File: config.mk
export PLATFORM = sky130hd
export DESIGN_NAME = frame_ptr_ctl
export DESIGN_NICKNAME = d
export VERILOG_FILES = /design/src/rtl/fcp_pkg.sv /design/src/rtl/fcp_phase.sv /design/src/rtl/fcp_shadow.sv /design/src/rtl/frame_ptr_ctl.sv
export SDC_FILE = /design/constraint.sdc
export NUM_CORES = 1
export LEC_CHECK = 0
export CAP_MARGIN = 0
export CORE_MARGIN = 1
export CORE_UTILIZATION = 45
export CTS_CLUSTER_DIAMETER = 200
export DETAILED_ROUTE_END_ITERATION = 8
export GPL_TIMING_DRIVEN = 0
export PLACE_DENSITY = 0.91
export SYNTH_ARGS = -nofsm -noshare
export SYNTH_HDL_FRONTEND = slang
export SYNTH_SLANG_ARGS = --single-unit
File: constraint.sdc
create_clock -name clk -period 3.75 [get_ports clk]
set_input_delay 0.75 -clock clk [delete_from_list [all_inputs] [get_ports clk]]
set_output_delay 0.75 -clock clk [all_outputs]
set_load 0.01 [all_outputs]
File: src/rtl/fcp_pkg.sv
package fcp_pkg;
  typedef enum logic [2:0] {
    OP_NOP    = 3'd0,
    OP_OPEN   = 3'd1,
    OP_CALL   = 3'd2,
    OP_OCALL  = 3'd3,
    OP_TOPEN  = 3'd4,
    OP_TCALL  = 3'd5,
    OP_RET    = 3'd6,
    OP_CANCEL = 3'd7
  } op_e;
endpackage

File: src/rtl/fcp_phase.sv
// Two-phase operation sequencer: decode cycle, then header access cycle.
module fcp_phase
  import fcp_pkg::*;
(
  input  logic       clk,
  input  logic       rst_n,
  input  logic       op_go,
  input  logic [2:0] op_code,
  input  logic       trap_in,
  output logic       ready,
  output logic       accept,
  output logic       ph_acc,
  output op_e        op_q
);
  logic ph_n;
  op_e  op_n;

  assign ready  = !ph_acc && !trap_in;
  assign accept = ready && op_go;

  always_comb begin
    ph_n = ph_acc;
    op_n = op_q;
    if (trap_in) begin
      ph_n = 1'b0;
    end else if (accept) begin
      ph_n = 1'b1;
      op_n = op_e'(op_code);
    end else if (ph_acc) begin
      ph_n = 1'b0;
    end
  end

  always_ff @(posedge clk or negedge rst_n) begin
    if (!rst_n) begin
      ph_acc <= 1'b0;
      op_q   <= OP_NOP;
    end else begin
      ph_acc <= ph_n;
      if (accept) op_q <= op_n;
    end
  end
endmodule

File: src/rtl/fcp_shadow.sv
// Shadow copies of the frame pointers, taken at instruction start.
module fcp_shadow #(
  parameter int FW = 4
) (
  input  logic          clk,
  input  logic          rst_n,
  input  logic          capture,
  input  logic [FW-1:0] o_in,
  input  logic [FW-1:0] a_in,
  input  logic [FW-1:0] r_in,
  output logic [FW-1:0] sh_o,
  output logic [FW-1:0] sh_a,
  output logic [FW-1:0] sh_r
);
  always_ff @(posedge clk or negedge rst_n) begin
    if (!rst_n) begin
      sh_o <= '0;
      sh_a <= '0;
      sh_r <= '0;
    end else if (capture) begin
      sh_o <= o_in;
      sh_a <= a_in;
      sh_r <= r_in;
    end
  end
endmodule

File: src/rtl/frame_ptr_ctl.sv
module frame_ptr_ctl
  import fcp_pkg::*;
#(
  parameter int FRAMES = 16,
  parameter int PCW    = 16,
  parameter int DW     = 6,
  localparam int FW    = $clog2(FRAMES),
  localparam int HW    = 2 * FW + PCW + DW
) (
  input  logic           clk,
  input  logic           rst_n,
  input  logic           op_go,
  input  logic [2:0]     op_code,
  input  logic [PCW-1:0] pc_next,
  input  logic [DW-1:0]  ret_dst_in,
  input  logic           trap_in,
  output logic           ready,
  output logic           alloc_req,
  input  logic [FW-1:0]  alloc_frame,
  output logic           free_req,
  output logic [FW-1:0]  free_frame,
  output logic [FW-1:0]  hdr_addr,
  input  logic [HW-1:0]  hdr_rdata,
  output logic [HW-1:0]  hdr_wdata,
  output logic           hdr_we_link,
  output logic           hdr_we_ret,
  output logic [FW-1:0]  o_ptr,
  output logic [FW-1:0]  a_ptr,
  output logic [FW-1:0]  r_ptr,
  output logic [PCW-1:0] ret_pc,
  output logic [DW-1:0]  ret_dst
);
  logic          accept, ph_acc;
  op_e           op_q;
  logic [FW-1:0] sh_o, sh_a, sh_r;

  logic [FW-1:0]  o_q, a_q, r_q, to_q, ta_q, haddr_q;
  logic [FW-1:0]  o_n, a_n, r_n, to_n, ta_n, haddr_n;
  logic [PCW-1:0] rpc_q, rpc_n;
  logic [DW-1:0]  rdst_q, rdst_n;

  // Header word fields
  logic [FW-1:0]  h_o, h_a;
  logic [PCW-1:0] h_pc;
  logic [DW-1:0]  h_dst;
  assign h_o   = hdr_rdata[HW-1 -: FW];
  assign h_a   = hdr_rdata[HW-FW-1 -: FW];
  assign h_pc  = hdr_rdata[DW+PCW-1 -: PCW];
  assign h_dst = hdr_rdata[DW-1:0];

  fcp_phase u_phase (
    .clk(clk), .rst_n(rst_n), .op_go(op_go), .op_code(op_code),
    .trap_in(trap_in), .ready(ready), .accept(accept),
    .ph_acc(ph_acc), .op_q(op_q)
  );

  fcp_shadow #(.FW(FW)) u_shadow (
    .clk(clk), .rst_n(rst_n), .capture(accept),
    .o_in(o_q), .a_in(a_q), .r_in(r_q),
    .sh_o(sh_o), .sh_a(sh_a), .sh_r(sh_r)
  );

  always_comb begin
    o_n = o_q;  a_n = a_q;  r_n = r_q;
    to_n = to_q;  ta_n = ta_q;  haddr_n = haddr_q;
    rpc_n = rpc_q;  rdst_n = rdst_q;
    alloc_req   = 1'b0;
    free_req    = 1'b0;
    free_frame  = r_q;
    hdr_we_link = 1'b0;
    hdr_we_ret  = 1'b0;
    if (trap_in) begin
      o_n = sh_o;  a_n = sh_a;  r_n = sh_r;  haddr_n = sh_a;
    end else if (accept) begin
      case (op_e'(op_code))
        OP_NOP: haddr_n = a_q;
        OP_OPEN: begin
          alloc_req = 1'b1;  haddr_n = alloc_frame;
          to_n = o_q;  ta_n = a_q;  o_n = alloc_frame;
        end
        OP_CALL: begin
          haddr_n = o_q;  rpc_n = pc_next;  rdst_n = ret_dst_in;
        end
        OP_OCALL: begin
          alloc_req = 1'b1;  haddr_n = alloc_frame;
          to_n = o_q;  ta_n = a_q;  o_n = alloc_frame;
          rpc_n = pc_next;  rdst_n = ret_dst_in;
        end
        OP_TOPEN: begin
          alloc_req = 1'b1;  haddr_n = alloc_frame;  o_n = alloc_frame;
          to_n = h_o;  ta_n = h_a;  rpc_n = h_pc;  rdst_n = h_dst;
        end
        OP_TCALL: begin
          free_req = 1'b1;  haddr_n = o_q;  r_n = a_q;  a_n = o_q;
        end
        OP_RET: begin
          free_req = 1'b1;  r_n = a_q;
          o_n = h_o;  a_n = h_a;  haddr_n = h_a;
        end
        OP_CANCEL: begin
          free_req = 1'b1;  free_frame = o_q;  haddr_n = o_q;
        end
        default: ;
      endcase
    end else if (ph_acc) begin
      case (op_q)
        OP_NOP, OP_TCALL, OP_RET: begin
          rpc_n = h_pc;  rdst_n = h_dst;
        end
        OP_OPEN:  hdr_we_link = 1'b1;
        OP_CALL: begin
          hdr_we_ret = 1'b1;  a_n = o_q;
        end
        OP_OCALL: begin
          hdr_we_link = 1'b1;  hdr_we_ret = 1'b1;  a_n = o_q;
        end
        OP_TOPEN: begin
          hdr_we_link = 1'b1;  hdr_we_ret = 1'b1;
        end
        OP_CANCEL: begin
          o_n = h_o;  a_n = h_a;
        end
        default: ;
      endcase
      haddr_n = a_n;  // park on the active frame for the next decode
    end
  end

  always_ff @(posedge clk or negedge rst_n) begin
    if (!rst_n) begin
      o_q <= '0;  a_q <= '0;  r_q <= '0;
      to_q <= '0;  ta_q <= '0;  haddr_q <= '0;
      rpc_q <= '0;  rdst_q <= '0;
    end else begin
      o_q <= o_n;  a_q <= a_n;  r_q <= r_n;
      to_q <= to_n;  ta_q <= ta_n;  haddr_q <= haddr_n;
      rpc_q <= rpc_n;  rdst_q <= rdst_n;
    end
  end

  assign hdr_addr  = haddr_q;
  assign hdr_wdata = {to_q, ta_q, rpc_q, rdst_q};
  assign o_ptr     = o_q;
  assign a_ptr     = a_q;
  assign r_ptr     = r_q;
  assign ret_pc    = rpc_q;
  assign ret_dst   = rdst_q;
endmodule

==> impl_metrics.tcl, run 1 <==
set metrics [dict create \
    synth_area_leaders "dfrtp_1 (41%), mux2_2 (11%), mux2_1 (6.0%), buf_4 (5.8%), nand2_1 (5.7%)" \
    grt_usage 0.264 \
    worstSkewPairLatency_ps 340 \
    finalHoldViolCount 0 \
    num_rows 32 \
    synth.net_count 434 \
    use_met3 0.0480 \
    fin_tns_setup_ps 0 \
    synth_edf_count 0 \
    rrSetupSlack_ps 1580 \
    drtAntennaViolNets 0 \
    gr-total-overflow 0 \
    synth.distinct_cells 49 \
    finalCriticalPeriod_ps 3650 \
    yosys_warnings 0 \
    route.vias.total 3488 \
    nets 583 \
    wl_mm 11.3 \
    antennaDiodeCount 0 \
    initial_core_util 0.474 \
    peakVddDrop_uv 374 \
    cts_sinks 62 \
    synth_common_cells "dfrtp_1 (62), nand2_1 (57), mux2_2 (38)" \
    first_pass_iters 5 \
    skew_ps 8.41 \
    hold_ws_ps 481 \
    use_met1 0.316 \
    dp_hpwl_mm 8.62 \
    final-setup-viol-count 0 \
    die_h_um 93.2 \
    synth_top_area_share 0.415 \
    end_kind "output pin" \
    synth_area_leader_cell "dfrtp_1" \
    grt_pass1_vias 3477 \
    synthArstFlopShare 1.00 \
    switching_share 0.307 \
    max-slew-margin-rel 0.292 \
    switchingPower_mw 0.880 \
    outcome "finished clean" \
    synth_seq_cells 62 \
    drv_slew 0 \
    path_class "in2out" \
    grtUsageMet2 0.456 \
    drc 0 \
    drive_gt1_frac 0.200 \
    routed_via_density 5.56 \
    cp_slowest_stage_delay_ps 480 \
    cpMostUsedCell "clkdlybuf4s50_1" \
    coreArea_mm2 0.00789 \
    power.share.clock 0.237 \
    antenna_found_initial 0 \
    multi_input_area_mm2 0.00185 \
    internal_power_mw 1.99 \
    ys_seq_area_frac 0.415 \
    drt_iter0_markers 331 \
    clock.fmax_mhz 274 \
    cts_tree "built" \
    wire_per_inst_um 18.0 \
    clk_pin_slew_worst_paths_ps 70 \
    ys.flop_type "dfrtp_1" \
    root_buffer "clkbuf_8" \
    die_w_um 93.2 \
    fillers 556 \
    grt_pass1_wl_mm 17.5 \
    grt_max_degree 34 \
    gp_congestion 0.925 \
    worstPathCellList "clkdlybuf4s50_1 -> or3b_4 -> inv_4 -> nand2_2 -> nor2_4 -> mux2_2 -> clkdlybuf4s50_1" \
    cts_buffers 9 \
    yosysMostFrequentCell "dfrtp_1" \
    min_path_type "in2async" \
    die-area_mm2 0.00868 \
    rsz0062_at_grt "yes" \
    synth_area_mm2 0.00374 \
    cp_slowest_cell "clkdlybuf4s50_1" \
    p_leak_nw 2.35 \
    crit_fanout 6 \
    htree_levels 3 \
    pwr-share-comb 0.414 \
    ios 140 \
    cp-start-kind "primary input" \
    syn_area_per_cell_um2 10.1 \
    syn_inst 371 \
    tightest_slew_ps 1060 \
    syn_to_final_growth_pct 47.3 \
    clockBufferDepth 2 \
    seq_area_mm2 0.00155 \
    ctsHoldBuffers 0 \
    cp.required_ps 3000 \
    powerDensity_mw_per_mm2 521 \
    globalRoute.busiestLayer "met2" \
    drv_cap 0 \
    portBuffers 138 \
    post-route-period-util 0.972 \
    critPathArrivalTime_ps 2900 \
    seq_power_share 0.349 \
]
==> repair_timing <==
action | CTS | global route
setup buffers | 0 | 0
pin swaps | 1 | 1
endpoints found under the setup margin | 7 | 7
resized for setup | 2 | 5
endpoints found under the hold margin | 0 | 0
==> flip-flops by register name, summed over array words and instances, names as in the netlist <==
| name | flops |
|---|---|
| ret_dst | 6 |
| to_q | 4 |
| u_shadow.sh_a | 4 |
| a_ptr | 4 |
| ret_pc | 16 |
| r_ptr | 4 |
| u_phase.op_q | 3 |
| u_shadow.sh_r | 4 |
| ta_q | 4 |
| u_shadow.sh_o | 4 |
| o_ptr | 4 |
| u_phase.ph_acc | 1 |
| hdr_addr | 4 |
==> cell usage in the layout, fill, tap and decap left out, types with 3 or more instances in the layout <==
cell type          n
a311oi_1           5
a211oi_1           4
clkbuf_1          13
a21boi_0           4
and3b_1            3
nor4_1             4
mux2_1            20
a22oi_1            3
nand2_1           56
o22ai_1            4
o21ai_0           19
nor2_1            15
o31ai_1            6
a21oi_1           13
clkbuf_8          12
mux2i_1           18
nor2b_1            3
inv_1              6
buf_2              5
buf_4             29
dfrtp_1           62
xor2_1             3
mux2_2            38
clkdlybuf4s50_1  136
buf_6              3
==> critical path, delay by kind of cell <==
kind                   cells  cell delay [ps]
buffers and inverters      3             1020
AND/OR/NAND/NOR            3              760
multiplexers               1              360
==> stage by stage <==
step	total power [mW]	utilization	instances	area (um2)	worst slack, ps
5_1_grt	3.01	0.698	627	5510	-26.8
3_5_place_dp	2.20	0.668	612	5270	-180
2_1_floorplan	1.53	-	371	3740	1090
4_1_cts	2.89	0.697	627	5500	13.5
6_report	2.87	0.698	627	5510	103
3_3_place_gp	2.15	0.666	611	5250	-146
==> layout make-up <==
type / count / share of cell area
plain buffers: 49 / 0.0584
clock buffers: 13 / 0.0307
clock inverters: 3 / 0.0118
inverters: 7 / 0.00522
multi-input cells: 252 / 0.336
flip-flops and latches: 62 / 0.282
well taps: 102 / 0.0232
repair buffers: 139 / 0.253
==> final timing paths <==
path | cells after the start | endpoint | startpoint
max in group asynchronous | 2 | ret_pc[5] | rst_n
min | 1 | a_ptr[3] | rst_n
min reg2reg | 2 | u_shadow.sh_r[3] | u_shadow.sh_r[3]
min in group clk | 2 | u_shadow.sh_r[3] | u_shadow.sh_r[3]
max reg2reg | 6 | ret_dst[5] | u_phase.ph_acc
max | 7 | free_frame[1] | trap_in
==> power by group through the flow <==
| stage | Sequential, mW | Clock, mW | Combinational (mW) |
|---|---|---|---|
| 3_5_place_dp | 1.01 | 0 | 1.19 |
| 4_1_cts | 1.00 | 0.692 | 1.19 |
| 5_1_grt | 1.03 | 0.717 | 1.27 |
| 3_3_place_gp | 0.997 | 0 | 1.15 |
| 2_1_floorplan | 1.04 | 0 | 0.497 |
| 6_report | 1.00 | 0.680 | 1.19 |
==> kinds of logic (layout without fill, tap and decap cells) <==
logic type	count (synthesis)	in the layout	share of synthesized area
flip-flops	62	62	0.415
buffers and inverters	57	211	0.0936
multiplexers	76	76	0.223
XOR/XNOR	3	3	0.00702
AND/OR/NAND/NOR	97	97	0.122
AO/OA/AOI/OAI	76	76	0.140
==> routing by layer <==
metal,up-vias,wire [um]
li1,1603,-
met1,1665,4440
met2,193,5620
met3,27,992
met4,0,248
met5,-,0
Note: power is estimated with default switching activity, not from simulation.
==> run 2, diff against run 1 <==
CAP_MARGIN = not set   (was 0)
GPL_TIMING_DRIVEN = 1   (was 0)
==> run 2 against run 1 <==
Via count decreased by 3.8%. Sequential cell count unchanged. Clock skew increased by 4.9 ps. Design area decreased by 4.6%. Register-to-register slack got worse by 350 ps. Final cell count decreased by 5.7%. Sequential share of layout area increased by 1.4 points. Largest cell class unchanged. Maximum frequency about the same. Clock power decreased by 3.5%. Setup slack got worse by 3.5 ps.
==> impl_metrics.tcl, run 2 (same netlist as run 1, synthesis figures left out) <==
set metrics [dict create \
    htree_levels 3 \
    switching_share 0.323 \
    grt_pass1_wl_mm 17.0 \
    die_w_um 93.2 \
    ctsHoldBuffers 0 \
    finalHoldViolCount 0 \
    coreArea_mm2 0.00789 \
    end_kind "output pin" \
    cp.required_ps 3000 \
    peakVddDrop_uv 271 \
    pwr-share-comb 0.384 \
    switchingPower_mw 0.884 \
    multi_input_area_mm2 0.00185 \
    drive_gt1_frac 0.162 \
    root_buffer "clkbuf_8" \
    cp-start-kind "primary input" \
    worstSkewPairLatency_ps 350 \
    grt_max_degree 50 \
    largest_register_ff_count 16 \
    fin_util 0.666 \
    cp_slowest_cell "clkdlybuf4s50_1" \
    routed_via_density 5.68 \
    cpMostUsedCell "clkdlybuf4s50_1" \
    p_leak_nw 2.20 \
    clockBufferDepth 2 \
    grt_pass1_vias 3310 \
    fillers 581 \
    worstPathCellList "clkdlybuf4s50_1 -> or3b_4 -> inv_2 -> nand2_1 -> nor2_2 -> mux2_2 -> clkdlybuf4s50_1" \
    cts_tree "built" \
    fin_tns_setup_ps 0 \
    antenna_found_initial 0 \
    drc 0 \
    power.share.clock 0.240 \
    first_pass_iters 5 \
    nets 547 \
    cts_sinks 62 \
    drtAntennaViolNets 0 \
    num_rows 32 \
    cts_resized 0 \
    syn_to_final_growth_pct 40.5 \
    seq_power_share 0.376 \
    tightest_slew_ps 1090 \
    final_common_cell "clkdlybuf4s50_1" \
    drt_iter0_markers 223 \
    seq_area_mm2 0.00155 \
    wire_per_inst_um 18.2 \
    post-cts-setup-buffers 0 \
    route.vias.total 3356 \
    initial_core_util 0.474 \
    portBuffers 139 \
    cts_buffers 9 \
    skew_ps 13.4 \
    ios 140 \
    die_h_um 93.2 \
    clock.fmax_mhz 274 \
    gp_congestion 0.894 \
    final_cell_mix "clkdlybuf4s50_1 (138), dfrtp_1 (62), nand2_1 (57), mux2_2 (38), mux2_1 (20)" \
    post-route-period-util 0.973 \
    antennaDiodeCount 0 \
    outcome "finished clean" \
    crit_fanout 4 \
    die-area_mm2 0.00868 \
    powerDensity_mw_per_mm2 520 \
    clk_pin_slew_worst_paths_ps 60 \
    min_path_type "reg2reg" \
    cp_slowest_stage_delay_ps 480 \
    grt_usage 0.257 \
    rsz0062_at_grt "no" \
    gr-total-overflow 0 \
    drv_slew 0 \
    dp_hpwl_mm 7.74 \
    max-slew-margin-rel 0.275 \
    wl_mm 10.7 \
    final-setup-viol-count 0 \
    internal_power_mw 1.85 \
    drv_cap 0 \
    critPathArrivalTime_ps 2900 \
    path_class "in2out" \
    finalCriticalPeriod_ps 3650 \
]
==> run 2: changes by cell type in the layout (fill, tap and decap cells not counted), sizes merged <==
cell,delta
buf,-24
clkbuf,-17
clkdlybuf4s50,+2
clkinv,+3
dlygate4sd2,-1
inv,+1
==> run 2: per-stage QoR <==
step                      total power, mW  area [um2]  hold slack [ps]  cells  worst slack (ps)
final                                2.74        5260              482    591              99.9
after global routing                 2.88        5260              513    591              23.0
after CTS                            2.75        5260              484    591              98.9
after detailed placement             2.08        5040              464    575               110
after global placement               2.04        5040              452    575               150
after floorplan                      1.53        3740              440    371              1090
==> run 2: worst paths after layout <==
path / cells past startpoint / start / slack (ps) / end
hold / removal: 2 / u_shadow.sh_r[2] / 480 / u_shadow.sh_r[2]
max in group asynchronous: 2 / rst_n / 2340 / ret_pc[1]
setup reg to reg: 5 / u_phase.ph_acc / 1230 / ret_pc[1]
setup / recovery: 7 / op_go / 100 / free_frame[0]
min in group asynchronous: 1 / rst_n / 610 / u_shadow.sh_r[1]
hold reg to reg: 2 / u_shadow.sh_r[2] / 480 / u_shadow.sh_r[2]
==> run 2: power by group through the flow <==
stage	combinational, mW	clock, mW	sequential, mW
after floorplan	0.497	0	1.04
after global placement	1.02	0	1.02
after detailed placement	1.05	0	1.03
after CTS	1.06	0.665	1.02
after global routing	1.13	0.698	1.05
final	1.05	0.656	1.03
==> run 2: final cells by class <==
type / instances / area share
multi-input combinational: 252 / 0.351
clock inverter: 7 / 0.0183
tap: 102 / 0.0243
sequential: 62 / 0.295
timing repair buffer: 152 / 0.282
inverter: 7 / 0.00500
clock buffer: 9 / 0.0236
==> run 2: worst max-delay path: cells and delay by family <==
family / cells / cell delay, ps
buf+inv: 3 / 1000
simple gates: 3 / 750
mux: 1 / 380
==> run 2: routing by layer <==
| metal | part of all wire | GRT usage |
|---|---|---|
| met5 | 0 | 0 |
| met4 | 0.020 | 0.112 |
| met1 | 0.40 | 0.310 |
| met2 | 0.50 | 0.436 |
| met3 | 0.086 | 0.0602 |
==> run 3, diff against run 2 <==
--- a/config.mk
+++ b/config.mk
@@ -7,2 +7,3 @@
 export LEC_CHECK = 0
+export CAP_MARGIN = 20
 export CORE_MARGIN = 1
--- a/constraint.sdc
+++ b/constraint.sdc
@@ -3,2 +3,2 @@
 set_output_delay 0.75 -clock clk [all_outputs]
-set_load 0.01 [all_outputs]
+set_load 0.005 [all_outputs]
==> run 3 against run 2 <==
Design area up 0.43%. Sequential share of layout area down 0.13 points. Wire length fell by 2.5%. Global-route usage is 0.95 points lower. Register-to-register slack better by 120 ps. Via count decreased by 1.7%. Sequential cell count stayed put. Maximum frequency is 1.4% higher. Final cell count up 0.34%. Die area unchanged. Count of clock-buffer cells in the layout rose by 3. Critical endpoint unchanged. Largest power group is now sequential cells.
==> impl_metrics.tcl, run 3 (same netlist as run 1, synthesis figures left out) <==
set metrics [dict create \
    route.vias.total 3300 \
    root_buffer "clkbuf_8" \
    drive_gt1_frac 0.161 \
    ctsHoldBuffers 0 \
    finalHoldViolCount 0 \
    rrSetupSlack_ps 1350 \
    place_ws_ps 149 \
    routed_via_density 5.56 \
    place_area_mm2 0.00504 \
    clock.fmax_mhz 278 \
    final_area_mm2 0.00528 \
    grt_pass1_vias 3250 \
    drv_slew 0 \
    worstSkewPairLatency_ps 340 \
    fin_util 0.669 \
    cp-start-kind "primary input" \
    clk_pin_slew_worst_paths_ps 70 \
    grt_pass1_wl_mm 16.5 \
    skew_ps 9.72 \
    fillers 558 \
    first_pass_iters 5 \
    cp.required_ps 3000 \
    rsz0062_at_grt "no" \
    peakVddDrop_uv 296 \
    die-area_mm2 0.00868 \
    num_rows 32 \
    portBuffers 139 \
    coreArea_mm2 0.00789 \
    final_cell_mix "clkdlybuf4s50_1 (138), dfrtp_1 (62), nand2_1 (57), mux2_2 (38), mux2_1 (20)" \
    grt_usage 0.247 \
    drtAntennaViolNets 0 \
    p_leak_nw 2.22 \
    ios 140 \
    critPathArrivalTime_ps 2850 \
    cts_sinks 62 \
    fin_tns_setup_ps 0 \
    max-slew-margin-rel 0.489 \
    cts_resized 0 \
    tightest_slew_ps 759 \
    nets 549 \
    dp_hpwl_mm 7.58 \
    outcome "finished clean" \
    setup_slack_ps 149 \
    path_class "in2out" \
    min_path_type "in2async" \
    drt_iter0_markers 236 \
    powerDensity_mw_per_mm2 499 \
    post-cts-setup-buffers 0 \
    antennaDiodeCount 0 \
    largest_register_ff_count 16 \
    clockBufferDepth 2 \
    crit_fanout 4 \
    final_common_cell "clkdlybuf4s50_1" \
    finalCriticalPeriod_ps 3600 \
    wire_per_inst_um 17.6 \
    cts_buffers 9 \
    post-route-period-util 0.960 \
    gr-total-overflow 0 \
    hold_ws_ps 391 \
    cts_tree "built" \
    wl_mm 10.5 \
    gp_congestion 0.875 \
    die_w_um 93.2 \
    fin_cells 593 \
    htree_levels 3 \
    end_kind "output pin" \
    grt_max_degree 52 \
    dp_cells 576 \
    antenna_found_initial 0 \
    final-setup-viol-count 0 \
    syn_to_final_growth_pct 41.1 \
    power_mw 2.63 \
    drv_cap 0 \
    reg2reg_depth 5 \
    initial_core_util 0.474 \
    die_h_um 93.2 \
    drc 0 \
]
run 3: changes by cell type in the layout (fill, tap and decap cells not counted):
cell	delta
clkinv_4	-2
clkbuf_8	+1
buf_4	+1
clkbuf_1	+2
inv_6	-1
buf_12	+1
run 3: final timing paths:
| kind | end | from |
|---|---|---|
| worst max-delay path | free_frame[0] | op_go |
| worst max register to register | ret_pc[11] | u_phase.ph_acc |
| worst min register to register | ta_q[1] | ta_q[1] |
| min in group clk | ta_q[1] | ta_q[1] |
| max in group asynchronous | ret_pc[11] | rst_n |
| worst min-delay path | r_ptr[0] | rst_n |
run 3: area by class of cell:
| type | count | area [um2] | share of cell area |
|---|---|---|---|
| Clock inverter | 4 | 70.1 | 0.0133 |
| Multi-Input combinational cell | 252 | 1850 | 0.350 |
| Tap cell | 102 | 128 | 0.0242 |
| Clock buffer | 12 | 145 | 0.0275 |
| Inverter | 7 | 26.3 | 0.00498 |
| Sequential cell | 62 | 1550 | 0.294 |
| Timing Repair Buffer | 154 | 1510 | 0.286 |
run 3: metal layers:
| metal | part of all wire | vias up | GRT usage |
|---|---|---|---|
| met5 | 0 | - | 0 |
| met4 | 0.013 | 0 | 0.0795 |
| met3 | 0.094 | 12 | 0.0577 |
| met2 | 0.48 | 182 | 0.406 |
| met1 | 0.41 | 1572 | 0.322 |
| li1 | - | 1534 | - |
run 3: critical path, stage by stage:
cell,delay [ps]
clkdlybuf4s50_1,470
or3b_4,390
inv_2,60
nand2_1,90
nor2_2,270
mux2_2,380
clkdlybuf4s50_1,440
run 3: power by group:
part           switching [mW]  internal, mW  leakage [nW]  total [mW]
Combinational           0.331         0.632          1.35       0.963
Sequential              0.181         0.843         0.760        1.02
Clock                   0.255         0.391         0.110       0.646
